<file path="src/rtl/dyn_read_odt_pkg.sv">
package dyn_read_odt_pkg;
  localparam int unsigned N_GRP   = 2;
  localparam int unsigned GRP_DQ  = 0;
  localparam int unsigned GRP_DQS = 1;

  typedef struct packed {
    logic dyn;
    logic lvl;
  } grp_cfg_t;
endpackage

</file>
<file path="src/rtl/odt_lead_align.sv">
module odt_lead_align (
  input  logic       clk_i,
  input  logic       rst_ni,
  input  logic       rd_start_i,
  input  logic       lead_sel_i,
  output logic [1:0] open_cnt_o
);
  // lead choice is latched with the marker, so a mid-flight change cannot lose a read
  logic late_q;

  always_ff @(posedge clk_i or negedge rst_ni) begin
    if (!rst_ni) late_q <= 1'b0;
    else         late_q <= rd_start_i & lead_sel_i;
  end

  assign open_cnt_o = {1'b0, rd_start_i & ~lead_sel_i} + {1'b0, late_q};
endmodule

</file>
<file path="src/rtl/odt_window_track.sv">
module odt_window_track #(
  parameter int unsigned OPEN_W = 3,
  parameter int unsigned HOLD_W = 2
) (
  input  logic              clk_i,
  input  logic              rst_ni,
  input  logic [1:0]        open_cnt_i,
  input  logic              rd_post_i,
  input  logic [HOLD_W-1:0] hold_cyc_i,
  output logic              read_open_o,
  output logic              win_active_o
);
  localparam logic [OPEN_W:0] OPEN_MAX = {1'b0, {OPEN_W{1'b1}}};

  logic [OPEN_W-1:0] open_q;
  logic [HOLD_W-1:0] hold_q;
  logic              post_ok;
  logic [OPEN_W:0]   open_sum;
  logic [OPEN_W:0]   open_nxt;

  assign post_ok  = rd_post_i & (open_q != '0);
  assign open_sum = {1'b0, open_q} + {{(OPEN_W-1){1'b0}}, open_cnt_i};

  always_comb begin
    open_nxt = open_sum - {{OPEN_W{1'b0}}, post_ok};
    if (open_nxt > OPEN_MAX) open_nxt = OPEN_MAX;
  end

  always_ff @(posedge clk_i or negedge rst_ni) begin
    if (!rst_ni) begin
      open_q <= '0;
      hold_q <= '0;
    end else begin
      open_q <= open_nxt[OPEN_W-1:0];
      if (post_ok)            hold_q <= hold_cyc_i;
      else if (hold_q != '0)  hold_q <= hold_q - 1'b1;
    end
  end

  assign read_open_o  = (open_q != '0);
  assign win_active_o = (open_q != '0) | (hold_q != '0);
endmodule

</file>
<file path="src/rtl/odt_group_drive.sv">
module odt_group_drive
  import dyn_read_odt_pkg::*;
#(
  parameter int unsigned NG = N_GRP
) (
  input  grp_cfg_t [NG-1:0] cfg_i,
  input  logic              common_i,
  input  logic              en_i,
  input  logic              win_active_i,
  output logic [NG-1:0]     odt_o
);
  for (genvar g = 0; g < NG; g++) begin : g_grp
    logic lvl;
    assign lvl      = cfg_i[g].lvl | common_i;
    assign odt_o[g] = en_i & lvl & (~cfg_i[g].dyn | win_active_i);
  end
endmodule

</file>
<file path="src/rtl/dyn_read_odt.sv">
module dyn_read_odt
  import dyn_read_odt_pkg::*;
#(
  parameter int unsigned OPEN_W = 3,
  parameter int unsigned HOLD_W = 2
) (
  input  logic              clk_i,
  input  logic              rst_ni,
  input  logic              byte_en_i,
  input  logic              rd_start_i,
  input  logic              rd_post_i,
  input  logic              lead_sel_i,
  input  logic [HOLD_W-1:0] hold_cyc_i,
  input  logic              dq_dyn_i,
  input  logic              dqs_dyn_i,
  input  logic              dq_odt_cfg_i,
  input  logic              dqs_odt_cfg_i,
  input  logic              common_odt_i,
  output logic              dq_odt_o,
  output logic              dqs_odt_o
);
  logic [1:0]              open_cnt;
  logic                    read_open;
  logic                    win_active;
  grp_cfg_t [N_GRP-1:0]    grp_cfg;
  logic [N_GRP-1:0]        grp_odt;

  odt_lead_align u_lead (
    .clk_i      (clk_i),
    .rst_ni     (rst_ni),
    .rd_start_i (rd_start_i),
    .lead_sel_i (lead_sel_i),
    .open_cnt_o (open_cnt)
  );

  odt_window_track #(.OPEN_W(OPEN_W), .HOLD_W(HOLD_W)) u_win (
    .clk_i        (clk_i),
    .rst_ni       (rst_ni),
    .open_cnt_i   (open_cnt),
    .rd_post_i    (rd_post_i),
    .hold_cyc_i   (hold_cyc_i),
    .read_open_o  (read_open),
    .win_active_o (win_active)
  );

  always_comb begin
    grp_cfg[GRP_DQ]  = '{dyn: dq_dyn_i,  lvl: dq_odt_cfg_i};
    grp_cfg[GRP_DQS] = '{dyn: dqs_dyn_i, lvl: dqs_odt_cfg_i};
  end

  odt_group_drive #(.NG(N_GRP)) u_drv (
    .cfg_i        (grp_cfg),
    .common_i     (common_odt_i),
    .en_i         (byte_en_i),
    .win_active_i (win_active),
    .odt_o        (grp_odt)
  );

  assign dq_odt_o  = grp_odt[GRP_DQ];
  assign dqs_odt_o = grp_odt[GRP_DQS];
endmodule

</file>
<file path="config.mk">
export PLATFORM = sky130hd
export DESIGN_NAME = dyn_read_odt
export DESIGN_NICKNAME = d
export VERILOG_FILES = /design/src/rtl/dyn_read_odt_pkg.sv /design/src/rtl/odt_lead_align.sv /design/src/rtl/odt_window_track.sv /design/src/rtl/odt_group_drive.sv /design/src/rtl/dyn_read_odt.sv
export SDC_FILE = /design/constraint.sdc
export NUM_CORES = 1
export LEC_CHECK = 0
export BUFFER_PORTS_ARGS = -buffer_cell sky130_fd_sc_hd__buf_2
export CAP_MARGIN = 20
export CORE_AREA = 2 2 39 41
export DETAILED_ROUTE_END_ITERATION = 7
export DIE_AREA = 0 0 41 43
export PLACE_DENSITY = 0.54
export SETUP_SLACK_MARGIN = 0.2
export SLEW_MARGIN = 40
export SYNTH_ARGS = -nofsm -noshare
export SYNTH_HDL_FRONTEND = slang
export SYNTH_SLANG_ARGS = --single-unit
</file>
<file path="constraint.sdc">
create_clock -name clk_i -period 2.9 [get_ports clk_i]
set_input_delay 0.58 -clock clk_i [delete_from_list [all_inputs] [get_ports clk_i]]
set_output_delay 0.58 -clock clk_i [all_outputs]
set_load 0.05 [all_outputs]
</file>
== Word level (Yosys, flattened, before mapping) ==
Index checks and enable logic that the tools add are counted.
W data, S select, Z words.
Word-level totals
  latch bits: 0
  memories kept: 0
  bits in registers: 6
  bits in writable memories: 0
  output and inout port bits: 2
  bits in read-only memories: 0
  word-level logic and storage cells: 29
Cells by class
  $mul: 0
  mux-type cells: 3
  shift-type cells: 0
  $lt $le $gt $ge: 1
  reduce and logical (&&, ||, !) cells: 3
  bitwise gates (word level): 15
  div/mod/pow operators: 0
  add/subtract/negate cells: 4
  eq/ne operators: 0
Operator list (number)
  $and A1 B1 Y1: 7
  $or A1 B1 Y1: 5
  $add A3 B2 Y4: 1
  $gt A4 B3 Y1 const B: 1
  $mux W2: 2
  $reduce_bool A2 Y1: 2
  $sub A4 B1 Y4: 1
  $mux W3: 1
  $not A1 Y1: 3
  $reduce_bool A3 Y1: 1
  $add A1 B1 Y2: 1
  $sub A2 B1 Y2 const B: 1

== Logic depth before layout (Yosys ltp) ==
Gate-level depths: netlist (run 1).
  word-level depth: 7
  mapped depth: 10
  mapped depth without buffers: 10

== Hierarchy ==
From an unflattened synthesis (run 1), not the netlist that was laid out.
Second synthesis, totals
  cells, all modules: 54
  area total of the unflattened synthesis: 491.7 sq um
Modules (own cells, without submodules)
  odt_window_track: sequential area each 125.1 sq um, area an instance 414.1 sq um, times used 1, cells an instance 45
  odt_lead_align: sequential area each 25.0 sq um, area an instance 53.8 sq um, times used 1, cells an instance 4
  odt_group_drive: sequential area each 0.0 sq um, area an instance 23.8 sq um, times used 1, cells an instance 5

== Least setup slack after synthesis (run 1) ==
No wires, ideal clock.
  path type: reg-to-reg
  from: reg u_win.open_q[2]
  to: reg u_win.open_q[1]
  path buffers: 0
  path slack: 590 ps
  data arrival time: 2184 ps
  data required time: 2775 ps
  period minus slack after synthesis: 2310 ps
  cell stages (with the launch flop): 9
  cell sequence: dfrtp_1 -> o31ai_4 -> inv_1 -> ha_1 -> inv_1 -> fa_1 -> a21o_1 -> a21oi_4 -> mux2_4
Between the ends
  longest elaborated chain between the ends: 5
  elaborated cells on any way between the ends: 6
  those cells by class: 2 x add/sub; 1 x order compare; 1 x mux; 1 x bitwise; 1 x reduce/logical
RTL lines
  from (decl): RTL line odt_window_track.sv:15  | logic [OPEN_W-1:0] open_q;
  from (signal assigned): RTL line odt_window_track.sv:34  | open_q <= open_nxt[OPEN_W-1:0];
  parallel branches: the longest is 2 deep, another holds $add A3 B2 Y4
  $sub A4 B1 Y4 *: RTL line odt_window_track.sv:25  | open_nxt = open_sum - {{OPEN_W{1'b0}}, post_ok};
  $gt A4 B3 Y1: RTL line odt_window_track.sv:26  | if (open_nxt > OPEN_MAX) open_nxt = OPEN_MAX;
  $mux W3 *: RTL line odt_window_track.sv:26
  net u_win.open_nxt[1]: RTL line odt_window_track.sv:19  | logic [OPEN_W:0] open_nxt;
Mark *: on every way through the listed nets, which the timed path passes.
A chain may end at the register's enable or synchronous reset.

== Final worst setup path (run 1) ==
Ends and elaborated chain as after synthesis.

==> results of run 1 <==
[layout make-up]
type                    count  area, um2  share of cell area
multi-input cells          33      276.5              0.4825
flip-flops and latches      6      150.1              0.2620
repair buffers             14      70.07              0.1223
inverters                   9      33.78             0.05895
clock buffers               3      22.52             0.03930
well taps                  16      20.02             0.03493
[stage by stage]
| step | hold WS (ns) | util | power (uW) | setup WS [ns] |
|---|---|---|---|---|
| after floorplan | 0.2844 | - | 394.3 | 0.5905 |
| after global placement | 0.4163 | 0.3978 | 449.8 | 0.4949 |
| after detailed placement | 0.4156 | 0.3978 | 453.7 | 0.4662 |
| after CTS | 0.1447 | 0.4141 | 540.3 | 0.4627 |
| after global routing | 0.1520 | 0.4141 | 583.5 | 0.3456 |
| final | 0.1484 | 0.4141 | 528.1 | 0.4799 |
[sequential cells by signal, indices dropped and copies added (netlist names)]
register / flops
u_win.hold_q: 2
u_win.open_q: 3
u_lead.late_q: 1
[path summary, 6_finish.rpt]
path	from	to	slack, ns	depth (start not counted)
max	u_win.open_q[2]$_DFF_PN0_	u_win.open_q[1]$_DFF_PN0_	0.48	9
min reg2reg	u_win.hold_q[1]$_DFFE_PN0P_	u_win.hold_q[1]$_DFFE_PN0P_	0.58	2
min	rst_ni	u_win.hold_q[1]$_DFFE_PN0P_	0.15	1
max in group asynchronous	rst_ni	u_lead.late_q$_DFF_PN0_	2.60	1
max reg2reg	u_win.open_q[2]$_DFF_PN0_	u_win.open_q[1]$_DFF_PN0_	0.48	9
min in group clk_i	lead_sel_i	u_lead.late_q$_DFF_PN0_	0.56	2
[cells by family (layout without fill, tap and decap cells)]
group	after synthesis	in the layout	share of synthesized area
AND/OR/NAND/NOR	12	12	0.1114
AO/OA/AOI/OAI	10	10	0.1793
buffers and inverters	9	26	0.07336
adder cells (fa/ha/maj)	6	6	0.1957
flip-flops	6	6	0.3261
multiplexers	3	3	0.07608
XOR/XNOR	2	2	0.03805
[power by group through the flow]
stage	registers, uW	clock network, uW	logic, uW
floorplan	151	0	243
global placement	158	0	292
detailed placement	158	0	296
CTS	156	84.5	300
global route	162	86.4	335
finish	155	80.1	293
[Yosys cell counts, types with 2 or more instances]
| library cell | count |
|---|---|
| a21oi_1 | 3 |
| fa_1 | 2 |
| mux2i_1 | 2 |
| o21ai_0 | 2 |
| a31oi_1 | 2 |
| ha_1 | 4 |
| dfrtp_1 | 6 |
| nand2_1 | 2 |
| nor2_1 | 7 |
| inv_1 | 9 |
[metal layers]
metal,vias up,global-route usage,routed length (um),share of wire
li1,194,-,-,-
met1,170,0.1192,337,0.40
met2,13,0.2063,444,0.53
met3,0,0.03141,61,0.072
met4,0,0.1000,0,0
met5,-,0,0,0
==> results.py, run 1 <==
metrics = {
    "die": {
        "die_x_um": 41,
        "start_util": 0.3327,
        "io_pins": 15,
        "core_um2": 1384,
        "dieArea_um2": 1763,
        "core.rowCount": 14,
        "die_height_um": 43,
    },
    "setup_path": {
        "cp_common_cell": "inv_1",
        "worst-path-buf-inv": 3,
        "path_class": "flop to flop",
        "cp_slowest_cell": "fa_1",
        "worst-endpoint-required_ns": 3.03,
        "path_cells": "o31ai_4 > inv_1 > ha_1 > inv_1 > fa_1 > inv_1 > fa_1 > nand2_1 > mux2_4",
        "crit_arrival_ns": 2.55,
        "crit_path_end_kind": "flop",
        "crit_fanout": 6,
        "slowest_delay_ns": 0.54,
        "crit_family": "adder cells",
        "worstSetupStartpointType": "flop",
    },
    "clock_network": {
        "clk_path_buf_depth": 2,
        "cts.htree.levels": 1,
        "post_cts_resized": 0,
        "clk_pin_slew_ns": 0.05,
        "hold_buffers": 0,
        "cts_root_buf": "clkbuf_4",
        "worstSkewPairLatency_ns": 0.25,
        "numCtsBuffers": 3,
        "cts_sinks": 6,
        "cts_setup_buffers": 0,
        "cts_tree": "built",
    },
    "layout": {
        "final_nets": 86,
        "drive_gt1_frac": 0.3077,
        "layout.cells.most_common": "buf_2",
        "stdcell_count": 81,
        "n_fill_cell": 144,
        "design_area_um2": 573.1,
        "diodes": 0,
        "final_cell_mix": "buf_2, inv_1, nor2_1",
        "area_growth_pct": 24.46,
    },
    "worst_hold_path": {
        "hold_path.class": "input port to asynchronous set/reset pin",
    },
    "route": {
        "avgRoutedWirePerCell_um": 10.41,
        "drt-total-wl_um": 843,
        "drt_iter0_drc": 3,
        "ant_nets": 0,
        "drt_pass1_iterations": 2,
        "vias_per_cell": 4.654,
        "route.vias.total": 377,
        "route.detailed.drc": 0,
    },
    "global_routing": {
        "grt_use_total": 0.1246,
        "grt_max_degree": 7,
        "antenna_found_initial": 0,
        "first_global_vias": 379,
        "grt_pass1_wl_mm": 1.393,
        "grt-ovfl-total": 0,
    },
    "sta": {
        "slew_headroom": 0.8073,
        "fin_crit_sh": 0.8345,
        "timing.fmax_mhz": 413.2,
        "skew_ns": 0.006409,
        "worst_slew_pin_slew_ns": 0.2868,
        "rsz0062_at_grt": "no",
        "setup_tns_ns": 0,
        "slew_violations": 0,
        "min_period_ns": 2.420,
        "hold_violations": 0,
        "setup_viol": 0,
    },
    "synthesis": {
        "post_synth_num_cell_types": 19,
        "synthTopCellsByArea": "dfrtp_1, ha_1, fa_1, inv_1, nor2_1",
        "synthesis.nets": 67,
        "yosysTopAreaCellShare": 0.3261,
        "synth_area_um2": 460.4,
        "ys.flop_type": "dfrtp_1",
        "ys_seq_elements": 6,
        "yosys.area.top_type": "dfrtp_1",
        "seq_area_frac_synth": 0.3261,
        "synth_edf_count": 0,
        "synthArstFlopShare": 1.000,
        "avgSynthCellArea_um2": 9.593,
        "syn_inst": 48,
        "yosys_warnings": 0,
    },
    "power": {
        "power_density_nw_per_um2": 921.5,
        "combPwrFrac": 0.554,
        "power.leakage_uw": 0.0003086,
        "power_switching_uw": 221.0,
        "clkPwrFrac": 0.152,
        "swShare": 0.4186,
        "ir_drop_v": 0.0003336,
        "power.internal_uw": 307.1,
        "seqPwrFrac": 0.294,
    },
    "placement": {
        "hpwl_um": 738,
        "placed_cell_area_um2": 550.5,
        "place_congestion": 0.7147,
        "placedCellCount": 78,
        "portBuffers": 14,
    },
    "status": {
        "status": "finished clean",
    },
    "run": {
        "maxCapViolCount": 0,
    },
}
Note: power is estimated with default switching activity, not from simulation.
==> run 2, diff against run 1 <==
--- a/config.mk
+++ b/config.mk
@@ -5,12 +5,13 @@
 export SDC_FILE = /design/constraint.sdc
 export NUM_CORES = 1
 export LEC_CHECK = 0
+export ABC_AREA = 1
 export BUFFER_PORTS_ARGS = -buffer_cell sky130_fd_sc_hd__buf_2
 export CAP_MARGIN = 20
 export CORE_AREA = 2 2 39 41
 export DETAILED_ROUTE_END_ITERATION = 7
 export DIE_AREA = 0 0 41 43
-export PLACE_DENSITY = 0.54
+export PLACE_DENSITY = 0.57
 export SETUP_SLACK_MARGIN = 0.2
 export SLEW_MARGIN = 40
 export SYNTH_ARGS = -nofsm -noshare
==> constraint.sdc (replaced) <==
create_clock -name clk_i -period 2 [get_ports clk_i]
set_input_delay 0.4 -clock clk_i [delete_from_list [all_inputs] [get_ports clk_i]]
set_output_delay 0.4 -clock clk_i [all_outputs]
set_load 0.05 [all_outputs]
==> results.py, run 2 <==
metrics = {
    "die": {
        "die_height_um": 43,
        "dieArea_um2": 1763,
        "io_pins": 15,
        "die_x_um": 41,
        "core_um2": 1384,
        "start_util": 0.3382,
        "core.rowCount": 14,
    },
    "sta": {
        "hold_violations": 0,
        "min_period_ns": 1.985,
        "slew_violations": 0,
        "setup_viol": 0,
        "worst_slack_ns": 0.01545,
        "worst_slew_pin_slew_ns": 0.1845,
        "whs_ns": 0.3634,
        "fin_crit_sh": 0.9923,
        "rsz0062_at_grt": "yes",
        "skew_ns": 0.001604,
        "timing.fmax_mhz": 503.9,
        "slew_headroom": 0.8770,
    },
    "route": {
        "drt-total-wl_mm": 1.169,
        "drt_iter0_drc": 7,
        "avgRoutedWirePerCell_um": 10.25,
        "vias_per_cell": 4.237,
        "route.detailed.drc": 0,
        "ant_nets": 0,
        "route.vias.total": 483,
        "drt_pass1_iterations": 4,
    },
    "global_routing": {
        "first_global_vias": 451,
        "grt_pass1_wl_mm": 1.676,
        "antenna_found_initial": 0,
        "grt_max_degree": 7,
        "grt_use_total": 0.1397,
        "grt-ovfl-total": 0,
    },
    "synthesis": {
        "synth_edf_count": 0,
        "synth_area_um2": 467.9,
        "synthMostInstantiatedCell": "inv_1",
        "syn_inst": 60,
        "post_synth_num_cell_types": 14,
        "avgSynthCellArea_um2": 7.799,
        "yosys_warnings": 0,
        "yosysTopAreaCellShare": 0.3209,
        "ys_seq_elements": 6,
        "seq_area_frac_synth": 0.3209,
        "synthesis.nets": 79,
        "ys.flop_type": "dfrtp_1",
        "synthArstFlopShare": 1.000,
        "synthTopCellsByCount": "inv_1, nand2_1, dfrtp_1, nand3_1, ha_1",
        "yosys.area.top_type": "dfrtp_1",
        "synthTopCellsByArea": "dfrtp_1, inv_1, ha_1, fa_1, nand2_1",
    },
    "clock_network": {
        "cts_tree": "built",
        "numCtsBuffers": 3,
        "cts_root_buf": "clkbuf_4",
        "cts.htree.levels": 1,
        "clk_pin_slew_ns": 0.05,
        "clk_path_buf_depth": 2,
        "cts_sinks": 6,
        "worstSkewPairLatency_ns": 0.24,
    },
    "setup_path": {
        "crit_arrival_ns": 2.16,
        "slowest_delay_ns": 0.43,
        "path_cells": "nor2_2 > nand2_2 > nand2_2 > inv_2 > ha_4 > inv_2 > fa_2 > inv_2 > fa_2 > nand3_2",
        "crit_path_end_kind": "flop",
        "crit_fanout": 2,
        "path_class": "flop to flop",
        "cp_common_cell": "inv_2",
        "worstSetupStartpointType": "flop",
        "worst-endpoint-required_ns": 2.17,
        "cp_slowest_cell": "fa_2",
    },
    "layout": {
        "regMostFlops": "u_win.open_q",
        "area_growth_pct": 75.40,
        "drive_gt1_frac": 0.5204,
        "final_core_util": 0.5931,
        "final_cell_mix": "inv_1, buf_2, buf_6",
        "diodes": 0,
        "stdcell_count": 114,
        "layout.cells.most_common": "inv_1",
        "final_nets": 119,
        "largest_register_ffs": 3,
        "top_regs": "u_win.open_q: 3 flops, u_win.hold_q: 2 flops, u_lead.late_q: 1 flops",
    },
    "worst_hold_path": {
        "hold_path.class": "input port to flop",
    },
    "run": {
        "maxCapViolCount": 0,
    },
    "placement": {
        "placedCellCount": 95,
        "place_congestion": 0.7002,
        "post-place-ws_ns": -0.01111,
        "hpwl_um": 713.2,
        "portBuffers": 14,
    },
    "power": {
        "ir_drop_v": 0.0005639,
        "power.leakage_uw": 0.0004655,
        "power_density_nw_per_um2": 1100,
    },
    "status": {
        "status": "finished clean",
    },
}
## run 2: critical path: cells and delay by family, from the launching register on
kind | cells | cell delay, ns
adders and majority gates | 3 | 1.02
buffers and inverters | 3 | 0.14
DFF | 1 | 0.39
and+or+nand+nor | 4 | 0.37
## run 2: worst paths after layout
path | from | endpoint | slack [ns] | cells past startpoint
worst min register to register | u_win.hold_q[1]$_DFFE_PN0P_ | u_win.hold_q[1]$_DFFE_PN0P_ | 0.59 | 4
min in group asynchronous | rst_ni | u_win.open_q[0]$_DFF_PN0_ | 0.52 | 2
worst min-delay path | lead_sel_i | u_lead.late_q$_DFF_PN0_ | 0.36 | 3
worst max-delay path | u_win.open_q[1]$_DFF_PN0_ | u_win.open_q[1]$_DFF_PN0_ | 0.02 | 10
worst max register to register | u_win.open_q[1]$_DFF_PN0_ | u_win.open_q[1]$_DFF_PN0_ | 0.02 | 10
max in group asynchronous | rst_ni | u_win.hold_q[0]$_DFFE_PN0P_ | 1.34 | 2
## run 2: final cells by class
type	instances	area [um2]
fillers	130	563.0
multi-input cells	36	280.3
repair buffers	35	280.3
flip-flops and latches	6	150.1
inverters	18	67.56
clock buffers	3	22.52
well taps	16	20.02
## run 2: layer usage
layer	up-vias	global-route usage	part of all wire
met5	-	0	0
met4	0	0.06000	0
met3	0	0.01571	0.042
met2	11	0.2281	0.53
met1	214	0.1757	0.42
li1	258	-	-
## run 2: cells by family after synthesis
| family | after synthesis | share of synthesized area |
|---|---|---|
| AOI/OAI and AO/OA | 4 | 0.05347 |
| xor gates and xnor gates | 2 | 0.03744 |
| adders and majority gates | 6 | 0.1925 |
| buffers and inverters | 18 | 0.1444 |
| DFF | 6 | 0.3208 |
| and+or+nand+nor | 24 | 0.2513 |
## run 2: power by group
group	switching, uW	leakage, uW	internal, uW	total (uW)
logic	295	0.000384	296	591
registers	32.3	0.0000672	171	204
clock network	40.7	0.0000138	67.7	108
total	368	0.000465	535	903
## run 2: what timing repair did
action,CTS,global route
setup buffers,11,4
gates cloned,0,0
endpoints found under the setup margin,3,7
hold buffers,1,0
hold endpoints to repair,6,0
pin swaps,2,5
gates resized for setup,3,20
## run 2: through the flow
step                      setup TNS (ns)  power, uW  instance area (um2)
after floorplan                -0.008316      502.9                473.0
after global placement                 0      613.9                600.6
after detailed placement        -0.01111      626.7                600.6
after CTS                              0      802.7                730.7
after global routing            -0.08133      982.2                820.8
final                                  0      902.8                820.8
